File: src/rtl/scl_rate_pkg.sv
package scl_rate_pkg;

  typedef enum logic [1:0] {
    PH_IDLE = 2'd0,
    PH_LOW  = 2'd1,
    PH_HIGH = 2'd2
  } scl_phase_e;

  // clocks per tick for a prescale code; code 0 acts as 1
  function automatic int unsigned tick_ratio(input int unsigned pre_code);
    return (pre_code == 0) ? 1 : pre_code;
  endfunction

  // timer value loaded at high-phase entry: phase spans high_code+2 ticks
  function automatic int unsigned high_reload(input int unsigned high_code);
    return high_code + 1;
  endfunction

  // timer value loaded at low-phase entry: phase spans low_code+1 ticks
  function automatic int unsigned low_reload(input int unsigned low_code);
    return low_code;
  endfunction

  // ticks per unstretched period
  function automatic int unsigned period_ticks(input int unsigned low_code,
                                               input int unsigned high_code);
    return low_code + high_code + 3;
  endfunction

endpackage

File: src/rtl/scl_prescale.sv
module scl_prescale
  import scl_rate_pkg::*;
#(
  parameter int PRE_W = 3
) (
  input  logic             clk,
  input  logic             rst_n,
  input  logic             en,
  input  logic [PRE_W-1:0] pre_code,
  output logic             ce
);

  logic [PRE_W-1:0] pcnt;
  logic [PRE_W-1:0] limit;

  assign limit = PRE_W'(tick_ratio(32'(pre_code)) - 32'd1);
  assign ce    = en && (pcnt >= limit);

  always_ff @(posedge clk) begin
    if (!rst_n)      pcnt <= '0;
    else if (!en)    pcnt <= '0;
    else if (ce)     pcnt <= '0;
    else             pcnt <= pcnt + 1'b1;
  end

  // with a divide above 1 and a steady code, ticks never come back to back
  a_r2_tick_spacing: assert property (@(posedge clk) disable iff (!rst_n)
    (ce && $past(en) && $stable(pre_code) && (pre_code > 1)) |-> !$past(ce));

  // with divide 1 every enabled clock is a tick
  a_r2_divide_one: assert property (@(posedge clk) disable iff (!rst_n)
    (en && (pre_code <= 1)) |-> ce);

endmodule

File: src/rtl/scl_phase_timer.sv
module scl_phase_timer #(
  parameter int TMR_W = 9
) (
  input  logic             clk,
  input  logic             rst_n,
  input  logic             clr,
  input  logic             load,
  input  logic [TMR_W-1:0] load_val,
  input  logic             dec,
  output logic             zero
);

  logic [TMR_W-1:0] cnt;

  always_ff @(posedge clk) begin
    if (!rst_n)     cnt <= '0;
    else if (clr)   cnt <= '0;
    else if (load)  cnt <= load_val;
    else if (dec)   cnt <= cnt - 1'b1;
  end

  assign zero = (cnt == '0);

  // the controller never asks for a decrement past zero
  a_r3_no_wrap: assert property (@(posedge clk) disable iff (!rst_n)
    dec |-> (cnt != '0));

  // with no load, clear or decrement the count is frozen
  a_r6_count_frozen: assert property (@(posedge clk) disable iff (!rst_n)
    (!clr && !load && !dec) |=> $stable(cnt));

endmodule

File: src/rtl/scl_phase_ctl.sv
module scl_phase_ctl
  import scl_rate_pkg::*;
#(
  parameter int CNT_W = 8,
  localparam int TMR_W = CNT_W + 1
) (
  input  logic             clk,
  input  logic             rst_n,
  input  logic             en,
  input  logic             ce,
  input  logic             scl_sense,
  input  logic [CNT_W-1:0] low_code,
  input  logic [CNT_W-1:0] high_code,
  input  logic             tmr_zero,
  output logic             tmr_clr,
  output logic             tmr_load,
  output logic [TMR_W-1:0] tmr_val,
  output logic             tmr_dec,
  output logic             ev_to_low,
  output logic             ev_hold,
  output logic             pull_low,
  output logic             rise_tick,
  output logic             fall_tick
);

  scl_phase_e phase, nxt;
  logic       ev_to_high;

  always_comb begin
    nxt        = phase;
    ev_to_low  = 1'b0;
    ev_to_high = 1'b0;
    ev_hold    = 1'b0;
    tmr_dec    = 1'b0;
    unique case (phase)
      PH_IDLE: begin
        if (ce) begin
          nxt       = PH_LOW;
          ev_to_low = 1'b1;
        end
      end
      PH_LOW: begin
        if (ce) begin
          if (tmr_zero) begin
            nxt        = PH_HIGH;
            ev_to_high = 1'b1;
          end else begin
            tmr_dec = 1'b1;
          end
        end
      end
      PH_HIGH: begin
        if (ce) begin
          if (!scl_sense) begin
            ev_hold = 1'b1;
          end else if (tmr_zero) begin
            nxt       = PH_LOW;
            ev_to_low = 1'b1;
          end else begin
            tmr_dec = 1'b1;
          end
        end
      end
      default: nxt = PH_IDLE;
    endcase
    if (!en) nxt = PH_IDLE;
  end

  assign tmr_clr  = !en;
  assign tmr_load = ev_to_low || ev_to_high;
  assign tmr_val  = ev_to_high ? TMR_W'(high_reload(32'(high_code)))
                               : TMR_W'(low_reload(32'(low_code)));

  always_ff @(posedge clk) begin
    if (!rst_n || !en) begin
      phase     <= PH_IDLE;
      pull_low  <= 1'b0;
      rise_tick <= 1'b0;
      fall_tick <= 1'b0;
    end else begin
      phase     <= nxt;
      rise_tick <= ev_to_high;
      fall_tick <= ev_to_low;
      if (ev_to_low)       pull_low <= 1'b1;
      else if (ev_to_high) pull_low <= 1'b0;
    end
  end

  // the two strobes are exclusive
  a_r8_one_edge: assert property (@(posedge clk) disable iff (!rst_n)
    !(rise_tick && fall_tick));

  // release strobe lines up with the pull request falling
  a_r8_rise_marks_release: assert property (@(posedge clk) disable iff (!rst_n)
    rise_tick |-> (!pull_low && $past(pull_low)));

  // pull strobe lines up with the pull request rising
  a_r8_fall_marks_pull: assert property (@(posedge clk) disable iff (!rst_n)
    fall_tick |-> (pull_low && !$past(pull_low)));

  // a held tick keeps the block in the released high phase
  a_r6_hold_stays_high: assert property (@(posedge clk) disable iff (!rst_n)
    ev_hold |=> (phase == PH_HIGH && !pull_low));

  // disabling releases the line and returns to idle
  a_r7_release: assert property (@(posedge clk) disable iff (!rst_n)
    !en |=> (!pull_low && !rise_tick && !fall_tick && phase == PH_IDLE));

endmodule

File: src/rtl/scl_rate_gen.sv
module scl_rate_gen
  import scl_rate_pkg::*;
#(
  parameter int PRE_W = 3,
  parameter int CNT_W = 8,
  localparam int DIV_W = 2 * CNT_W,
  localparam int TMR_W = CNT_W + 1,
  localparam int PER_W = CNT_W + 2
) (
  input  logic             clk,
  input  logic             rst_n,
  input  logic             enable,
  input  logic [PRE_W-1:0] prescale,
  input  logic [DIV_W-1:0] divider,
  input  logic             scl_sense,
  output logic             scl_pull_low,
  output logic             rise_tick,
  output logic             fall_tick
);

  logic [CNT_W-1:0] low_code;
  logic [CNT_W-1:0] high_code;
  logic             ce;
  logic             tmr_clr, tmr_load, tmr_dec, tmr_zero;
  logic [TMR_W-1:0] tmr_val;
  logic             ev_to_low, ev_hold;

  assign low_code  = divider[CNT_W-1:0];
  assign high_code = divider[DIV_W-1:CNT_W];

  scl_prescale #(.PRE_W(PRE_W)) u_pre (
    .clk      (clk),
    .rst_n    (rst_n),
    .en       (enable),
    .pre_code (prescale),
    .ce       (ce)
  );

  scl_phase_timer #(.TMR_W(TMR_W)) u_tmr (
    .clk      (clk),
    .rst_n    (rst_n),
    .clr      (tmr_clr),
    .load     (tmr_load),
    .load_val (tmr_val),
    .dec      (tmr_dec),
    .zero     (tmr_zero)
  );

  scl_phase_ctl #(.CNT_W(CNT_W)) u_ctl (
    .clk       (clk),
    .rst_n     (rst_n),
    .en        (enable),
    .ce        (ce),
    .scl_sense (scl_sense),
    .low_code  (low_code),
    .high_code (high_code),
    .tmr_zero  (tmr_zero),
    .tmr_clr   (tmr_clr),
    .tmr_load  (tmr_load),
    .tmr_val   (tmr_val),
    .tmr_dec   (tmr_dec),
    .ev_to_low (ev_to_low),
    .ev_hold   (ev_hold),
    .pull_low  (scl_pull_low),
    .rise_tick (rise_tick),
    .fall_tick (fall_tick)
  );

  // period observer: ticks since the last pull, for the period assertion
  logic [PER_W-1:0] ticks_since;
  logic             armed;
  logic             stretched;

  always_ff @(posedge clk) begin
    if (!rst_n || !enable) begin
      ticks_since <= '0;
      armed       <= 1'b0;
      stretched   <= 1'b0;
    end else if (ce) begin
      if (ev_to_low) begin
        ticks_since <= '0;
        armed       <= 1'b1;
        stretched   <= 1'b0;
      end else begin
        ticks_since <= ticks_since + 1'b1;
        if (ev_hold) stretched <= 1'b1;
      end
    end
  end

  // an unstretched period spans low + high + 3 ticks
  a_r5_period: assert property (@(posedge clk) disable iff (!rst_n)
    (ev_to_low && armed && !stretched) |->
      ((32'(ticks_since) + 32'd1) == period_ticks(32'(low_code), 32'(high_code))));

  // the pull request moves only on tick edges while running
  a_r2_edge_on_tick: assert property (@(posedge clk) disable iff (!rst_n)
    (enable && $past(enable) && (scl_pull_low != $past(scl_pull_low))) |-> $past(ce));

endmodule

File: config.mk
export PLATFORM = sky130hd
export DESIGN_NAME = scl_rate_gen
export DESIGN_NICKNAME = d
export VERILOG_FILES = /design/src/rtl/scl_rate_pkg.sv /design/src/rtl/scl_prescale.sv /design/src/rtl/scl_phase_timer.sv /design/src/rtl/scl_phase_ctl.sv /design/src/rtl/scl_rate_gen.sv
export SDC_FILE = /design/constraint.sdc
export NUM_CORES = 1
export LEC_CHECK = 0
export CAP_MARGIN = 20
export CORE_MARGIN = 3
export CORE_UTILIZATION = 39
export CTS_CLUSTER_SIZE = 14
export DETAILED_ROUTE_END_ITERATION = 8
export PLACE_DENSITY_LB_ADDON = 0.15
export SYNTH_ARGS = -nofsm -noshare
export SYNTH_HDL_FRONTEND = slang
export SYNTH_SLANG_ARGS = --single-unit
export TNS_END_PERCENT = 100
File: constraint.sdc
create_clock -name clk -period 2.54 [get_ports clk]
set_clock_uncertainty 0.05 [all_clocks]
set_input_delay 0.508 -clock clk [delete_from_list [all_inputs] [get_ports clk]]
set_output_delay 0.508 -clock clk [all_outputs]
set_load 0.005 [all_outputs]
==> metrics.md, run 1 <==
| Metric | Value |
|---|---|
| Outcome | complete, no violations |
| Tcrit/Tclk final | 0.946 |
| Crit Path Max Fanout | 10 |
| Syn Std Cell Area | ~1400 um2 |
| Max Freq | ~420 MHz |
| Drt first-iter violations | between 50 and 60 |
| CTS tree | built |
| Synth cell types | 47 |
| Routability-driven placement congestion ratio | 1.00 |
| Avg WL per Cell | 16.8 um |
| Share of cells above drive strength 1 | 0.296 |
| H-Tree Depth | 1 |
| Seq/Total Area, Yosys | 0.251 |
| Worst slew margin | 0.639 |
| Pwr dens | 364 nW/um2 |
| Routed Antenna Nets | 0 |
| CP max stage cell | or3_4 |
| Clock transition at path regs | between 0.1 and 0.15 ns |
| Endpoints failing hold | 0 |
| DIE WIDTH | between 60 and 70 um |
| Root buffer cell | clkbuf_4 |
| Worst EP arrival | roughly 2.6 ns |
| Vias per Instance | just under 6 |
| Ys async rst share | 0 |
| Global-route wire length before repair | between 6000 and 7000 um |
| TritonRoute pass-1 iters | 4 |
| Hold WS | 0.425 ns |
| # hold bufs at CTS | 0 |
| Worst path max stage delay | about 0.46 ns |
| Site row count | 20 |
| Cell breakdown of the critical path | dlygate4sd2_1 > nor2_2 > nor2_2 > buf_4 > buf_4 > buf_4 > ha_4 > nor2b_1 > o21a_1 > or3_4 > o211ai_2 > o32ai_2 |
| Clock Path Buffers | 2 |
| Largest area contributor in the netlist | dfxtp_1 |
| Max cap viols | 0 |
| P_leak | roughly 0.76 nW |
| Unrepaired setup endpoints after global routing | false |
| Grt total ovfl | 0 |
| Non-filler instance count after layout | between 200 and 250 |
| Vias in the first global route | around 1500 |
| Die area | 4220 um2 |
| Buf+Inv Stages, Crit Path | 4 |
| Worst Setup Path Type | primary input to flop |
| Startpoint types | primary input |
| Area growth syn-to-layout | 44.9% |
| Most used cell, CP | buf_4 |
| Initial antenna violation count | 0 |
| Sink Count | 17 |
| Num CTS Buffers | 3 |
| Core footprint | ~3200 um2 |
| Filler cells | between 200 and 300 |
| Net count after synthesis | 193 |
| Area contributors post-synth | dfxtp_1 (25%), ha_1 (9.2%), nand4_1 (4.6%), xor2_1 (4.5%), xnor2_1 (3.9%) |
| Largest net degree at the start of global routing | 14 |
| Worst slew pin tran | about 0.54 ns |
| CP required | about 2.7 ns |
| DR vias | ~1400 |
| Final #Nets | about 240 |
| DR DRC count | 0 |
| Worst vdd ir | ~0.00022 V |
| Dpl hpwl | between 2000 and 3000 um |
| Power Total | a little over 0.7 mW |
| Synthesized flop and latch total | 17 |
| DP Cell Count | ~240 |
| CP Capture Type | flop |
| Setup Viol. Count Final | 0 |
| Num ports | 26 |
| Starting Density | 0.426 |
| Top cell type's share of synthesized area | 0.251 |
| Vert. Die Dim | roughly 65 um |
| Hold Path Class | flop to flop |
| Yosys warning total | 0 |
| Syn avg cell area | about 8.5 um2 |
| Top FF cell, synth | dfxtp_1 |
| Ant. Diodes | 0 |
| Gate Count Post-Synth | between 150 and 200 |
| Tmin final | ~2.4 ns |
| Top cell family by delay on the critical path | simple AND/OR/NAND/NOR gates |
| Post-synth EDFFs | 0 |
| Later-pin clock latency in the skew report | 0.30 ns |
| PortBufs | 25 |
| Gr usage total | 0.211 |
| Total wire length | ~4100 um |
| Final Max Slew Viols | 0 |
[cells in the mapped netlist, types with 5 or more instances]
cell type	count
inv_1	10
nor2_1	5
a21oi_1	6
nor3_1	9
ha_1	10
dfxtp_1	17
nand2_1	10
nand4_1	10
xnor2_1	6
xor2_1	7
nand3_1	8
[worst register-to-register path, stage by stage (launching register included)]
cell	delay [ns]
dfxtp_1	0.36
inv_1	0.09
ha_1	0.21
nor4b_2	0.33
nand3_1	0.28
or3_4	0.48
o211ai_2	0.20
o32ai_2	0.08
[metrics by stage]
stage                     area [um2]  setup WS [ns]  TNS, ns   util
after floorplan                 1360         0.0804        0      -
after global placement          1750         -0.411    -4.85  0.550
after detailed placement        1750         -0.491    -5.83  0.550
after CTS                       1880        0.00492        0  0.590
after global routing            1960         0.0240        0  0.618
final                           1960          0.138        0  0.618
[power breakdown]
| part | switching, mW | total, mW | internal [mW] |
|---|---|---|---|
| Sequential | 0.0101 | 0.285 | 0.275 |
| Clock | 0.0965 | 0.155 | 0.0588 |
| Combinational | 0.140 | 0.274 | 0.134 |
[placed cells by master (no fill, tap or decap), types with 2 or more instances in the layout]
master           count
clkbuf_4             3
a311oi_2             2
xor2_1               7
nor3_1               8
a31oi_1              4
o21ai_0              2
buf_6                5
ha_4                 2
a21oi_1              5
nand4_1             10
xnor2_1              5
o221ai_2             3
and2_1               3
inv_1               10
nor4_4               2
o32ai_1              2
nand3_1              8
buf_4               16
dfxtp_1             17
nand3_2              2
o211ai_1             4
ha_1                 7
nor2_1               3
clkdlybuf4s50_1     22
nand2b_1             2
nor2_2               3
nand2_2              2
and3_1               3
mux2i_1              2
nand2_1              8
a211oi_2             4
[area by class of cell]
cell class	count	area, um2	area share
sequential	17	340	0.173
clock buffer	3	22.5	0.0115
multi-input combinational	126	1080	0.550
tap	44	55.1	0.0280
inverter	10	37.5	0.0191
timing repair buffer	46	423	0.215
clock inverter	1	5.00	0.00255
[registers in the layout, indices dropped and copies added, names as in the netlist]
name             cells
u_ctl.fall_tick      1
u_pre.pcnt           3
u_ctl.rise_tick      1
u_ctl.phase          2
u_tmr.cnt            9
u_ctl.pull_low       1
[metal layers]
metal	global-route usage	part of all wire	wire length, um
met4	0.0475	0.014	56
met2	0.388	0.52	2150
met1	0.246	0.38	1590
met3	0.0485	0.084	350
met5	0	0	0
[repair_timing]
action / in CTS / in global routing
pin swaps: 12 / 10
gates resized for setup: 19 / 15
setup endpoints to repair: 13 / 14
setup buffers: 3 / 2
[logic make-up after synthesis]
kind of cell	share of synthesized area
AOI/OAI and AO/OA	0.211
xor gates and xnor gates	0.0840
adders and majority gates	0.0923
buffers and inverters	0.0517
DFF	0.251
muxes	0.0148
and+or+nand+nor	0.295
[final timing paths]
kind            startpoint       endpoint  slack [ns]  depth (start not counted)
max            prescale[2]   u_tmr.cnt[5]        0.14                         12
min          u_pre.pcnt[0]  u_pre.pcnt[0]        0.42                          1
max reg2reg   u_tmr.cnt[0]   u_tmr.cnt[5]        0.35                          7
min reg2reg  u_pre.pcnt[0]  u_pre.pcnt[0]        0.42                          1
No activity file was read; power rests on OpenSTA's default activity.
==> run 2: changes to the inputs <==
Settings changed: CAP_MARGIN 20 to not set, PLACE_DENSITY set to 0.76, PLACE_DENSITY_LB_ADDON 0.15 to not set.
==> run 2 against run 1 <==
Effect of this change: maximum frequency barely moved; global-route usage fell by 1.4 points; routed wire length down 4.4%; highest routed layer unchanged.
==> metrics.md, run 2 (synthesis gave the netlist of run 1 again) <==
| Metric | Value |
|---|---|
| Outcome | complete, no violations |
| Dpl hpwl | 2980 um (+1.3%) |
| H-Tree Depth | 1 (unchanged) |
| Routability-driven placement congestion ratio | 0.930 (-7.1%) |
| Tcrit/Tclk final | 0.945 (about the same) |
| Ant. Diodes | 0 (unchanged) |
| Setup Viol. Count Final | 0 (unchanged) |
| PortBufs | 25 (unchanged) |
| Clock Path Buffers | 2 (unchanged) |
| Placed instance area | 1730 um2 (-0.86%) |
| DR DRC count | 0 (unchanged) |
| Vias per Instance | 5.96 (+1.6%) |
| Drt first-iter violations | 64 (+12%) |
| Clock network fraction of design power | 0.222 (+0.005) |
| Site row count | 20 (unchanged) |
| WHS Endpoint | u_pre.pcnt[0] |
| Worst r2r src | u_tmr.cnt[0] |
| Pwr dens | 371 nW/um2 (+2.0%) |
| Hold Path Class | flop to flop |
| Share of cells above drive strength 1 | 0.251 (-0.0443) |
| Max FFs per register | 9 (unchanged) |
| Num CTS Buffers | 3 (unchanged) |
| CP Capture Type | flop |
| Grt total ovfl | 0 (unchanged) |
| Most frequent cells in the layout | clkdlybuf4s50_1 (22), dfxtp_1 (17), buf_4 (14) |
| Switching Fraction | 0.344 (-0.00106) |
| Global-route wire length before repair | 6480 um (-7.4%) |
| # hold bufs at CTS | 0 (unchanged) |
| Vias in the first global route | 1482 (-0.60%) |
| Switching Power | 0.244 mW (-1.1%) |
| Starting Density | 0.426 (unchanged) |
| Later-pin clock latency in the skew report | 0.31 ns (about the same) |
| Max Freq | 417 MHz (about the same) |
| Tmin final | 2.40 ns (-0.00138 ns) |
| Largest net degree at the start of global routing | 15 (+1) |
| Num ports | 26 (unchanged) |
| TritonRoute pass-1 iters | 4 (unchanged) |
| Endpoint of the lowest-slack register-to-register path | u_tmr.cnt[6] |
| Max cap viols | 0 (unchanged) |
| Int Pwr | 0.465 mW (-0.64%) |
| Root buffer cell | clkbuf_4 |
| Crit Path Max Fanout | 6 (-4) |
| Gr usage total | 0.197 (-0.0143) |
| Worst slew margin | 0.658 (+0.0187) |
| Endpoints failing hold | 0 (unchanged) |
| P_leak | 0.740 nW (-2.8%) |
| Unrepaired setup endpoints after global routing | false |
| Sink Count | 17 (unchanged) |
| Clock transition at path regs | 0.11 ns (about the same) |
| Avg WL per Cell | 16.3 um (-2.8%) |
| DR vias | 1449 (unchanged) |
| Regs by FF count | u_tmr.cnt: 9 flops, u_pre.pcnt: 3 flops, u_ctl.phase: 2 flops |
| Logic pwr share | 0.376 (-0.008) |
| Final Max Slew Viols | 0 (unchanged) |
| Hold_sp | u_pre.pcnt[0] |
| Largest register by flop count | u_tmr.cnt |
| Commonest non-fill, non-tap cell in the layout | clkdlybuf4s50_1 |
| Sequential group share of total power | 0.402 (+0.003) |
| DIE WIDTH | 64.9 um (unchanged) |
| Worst Reg2Reg Path Length in Cells | 7 (unchanged) |
| Worst EP arrival | 2.60 ns (+0.05 ns) |
| Final #Nets | 233 (-1.7%) |
| Final instance area | 1910 um2 (-2.7%) |
| Vert. Die Dim | 64.9 um (unchanged) |
| Initial antenna violation count | 0 (unchanged) |
| CP required | 2.74 ns (+0.05 ns) |
| Hold WS | 0.430 ns (+0.00563 ns) |
| DP Cell Count | 236 (-0.84%) |
| R2r setup slk | 0.26 ns (-0.09 ns) |
| Routed Antenna Nets | 0 (unchanged) |
| Power Total | 0.709 mW (-0.80%) |
| Area growth syn-to-layout | 40.9% |
| Worst vdd ir | 0.000165 V (-23%) |
| Die area | 4220 um2 (unchanged) |
| Startpoint types | primary input |
| Final core occ | 0.601 (-0.0169) |
| Non-filler instance count after layout | 243 (-1.6%) |
| Worst slew pin tran | 0.513 ns (-0.0280 ns) |
| Core footprint | 3180 um2 (unchanged) |
| CTS tree | built |
| WHS Path Cells | 1 (unchanged) |
| Worst Setup Path Type | primary input to flop |
| Total wire length | 3960 um (-4.4%) |
[run 2: area by class of cell]
cell class / instances / area (um2)
clock buffer: 3 / 22.5
fill: 287 / 1270
clock inverter: 1 / 5.00
multi-input combinational: 126 / 1060
sequential: 17 / 340
timing repair buffer: 42 / 390
tap: 44 / 55.1
inverter: 10 / 37.5
[run 2: per-layer routing]
layer,track usage,vias to the layer above,share of wire
met2,0.361,59,0.52
met3,0.0347,15,0.063
met1,0.217,683,0.38
met4,0.0923,0,0.036
met5,0,-,0
li1,-,692,-
[run 2: critical path: stages]
cell,delay [ns]
dlygate4sd2_1,0.24
nor2_1,0.11
nor2_2,0.05
buf_4,0.12
buf_4,0.11
buf_4,0.13
ha_4,0.27
nor2b_4,0.04
o21a_1,0.21
buf_6,0.15
a311oi_2,0.24
buf_4,0.18
o221ai_2,0.09
a21oi_1,0.13
[run 2: worst max path at each step]
stage,cells after the start,endpoint,slack [ns],from
floorplan,11,u_tmr.cnt[5],0.08,prescale[2]
global placement,11,u_tmr.cnt[5],-0.39,prescale[2]
detailed placement,11,u_tmr.cnt[5],-0.48,prescale[2]
finish,14,u_tmr.cnt[7],0.14,prescale[2]
CTS,12,u_tmr.cnt[7],0.02,prescale[0]
global route,14,u_tmr.cnt[7],0.01,prescale[2]
[run 2: through the flow]
stage / setup slack [ns] / setup TNS (ns)
detailed placement: -0.479 / -5.70
CTS: 0.0234 / 0
global placement: -0.394 / -4.58
finish: 0.139 / 0
global route: 0.0142 / 0
floorplan: 0.0804 / 0
[run 2: repair_timing]
action,CTS,global route
pin swaps,10,6
setup buffers,3,0
gates resized for setup,19,8
endpoints found under the setup margin,12,13
[run 2: power by group through the flow]
stage,clock network [mW],logic (mW),registers (mW)
4_1_cts,0.158,0.252,0.285
5_1_grt,0.171,0.291,0.286
2_1_floorplan,0,0.131,0.288
6_report,0.157,0.267,0.285
3_3_place_gp,0,0.221,0.290
3_5_place_dp,0,0.226,0.291
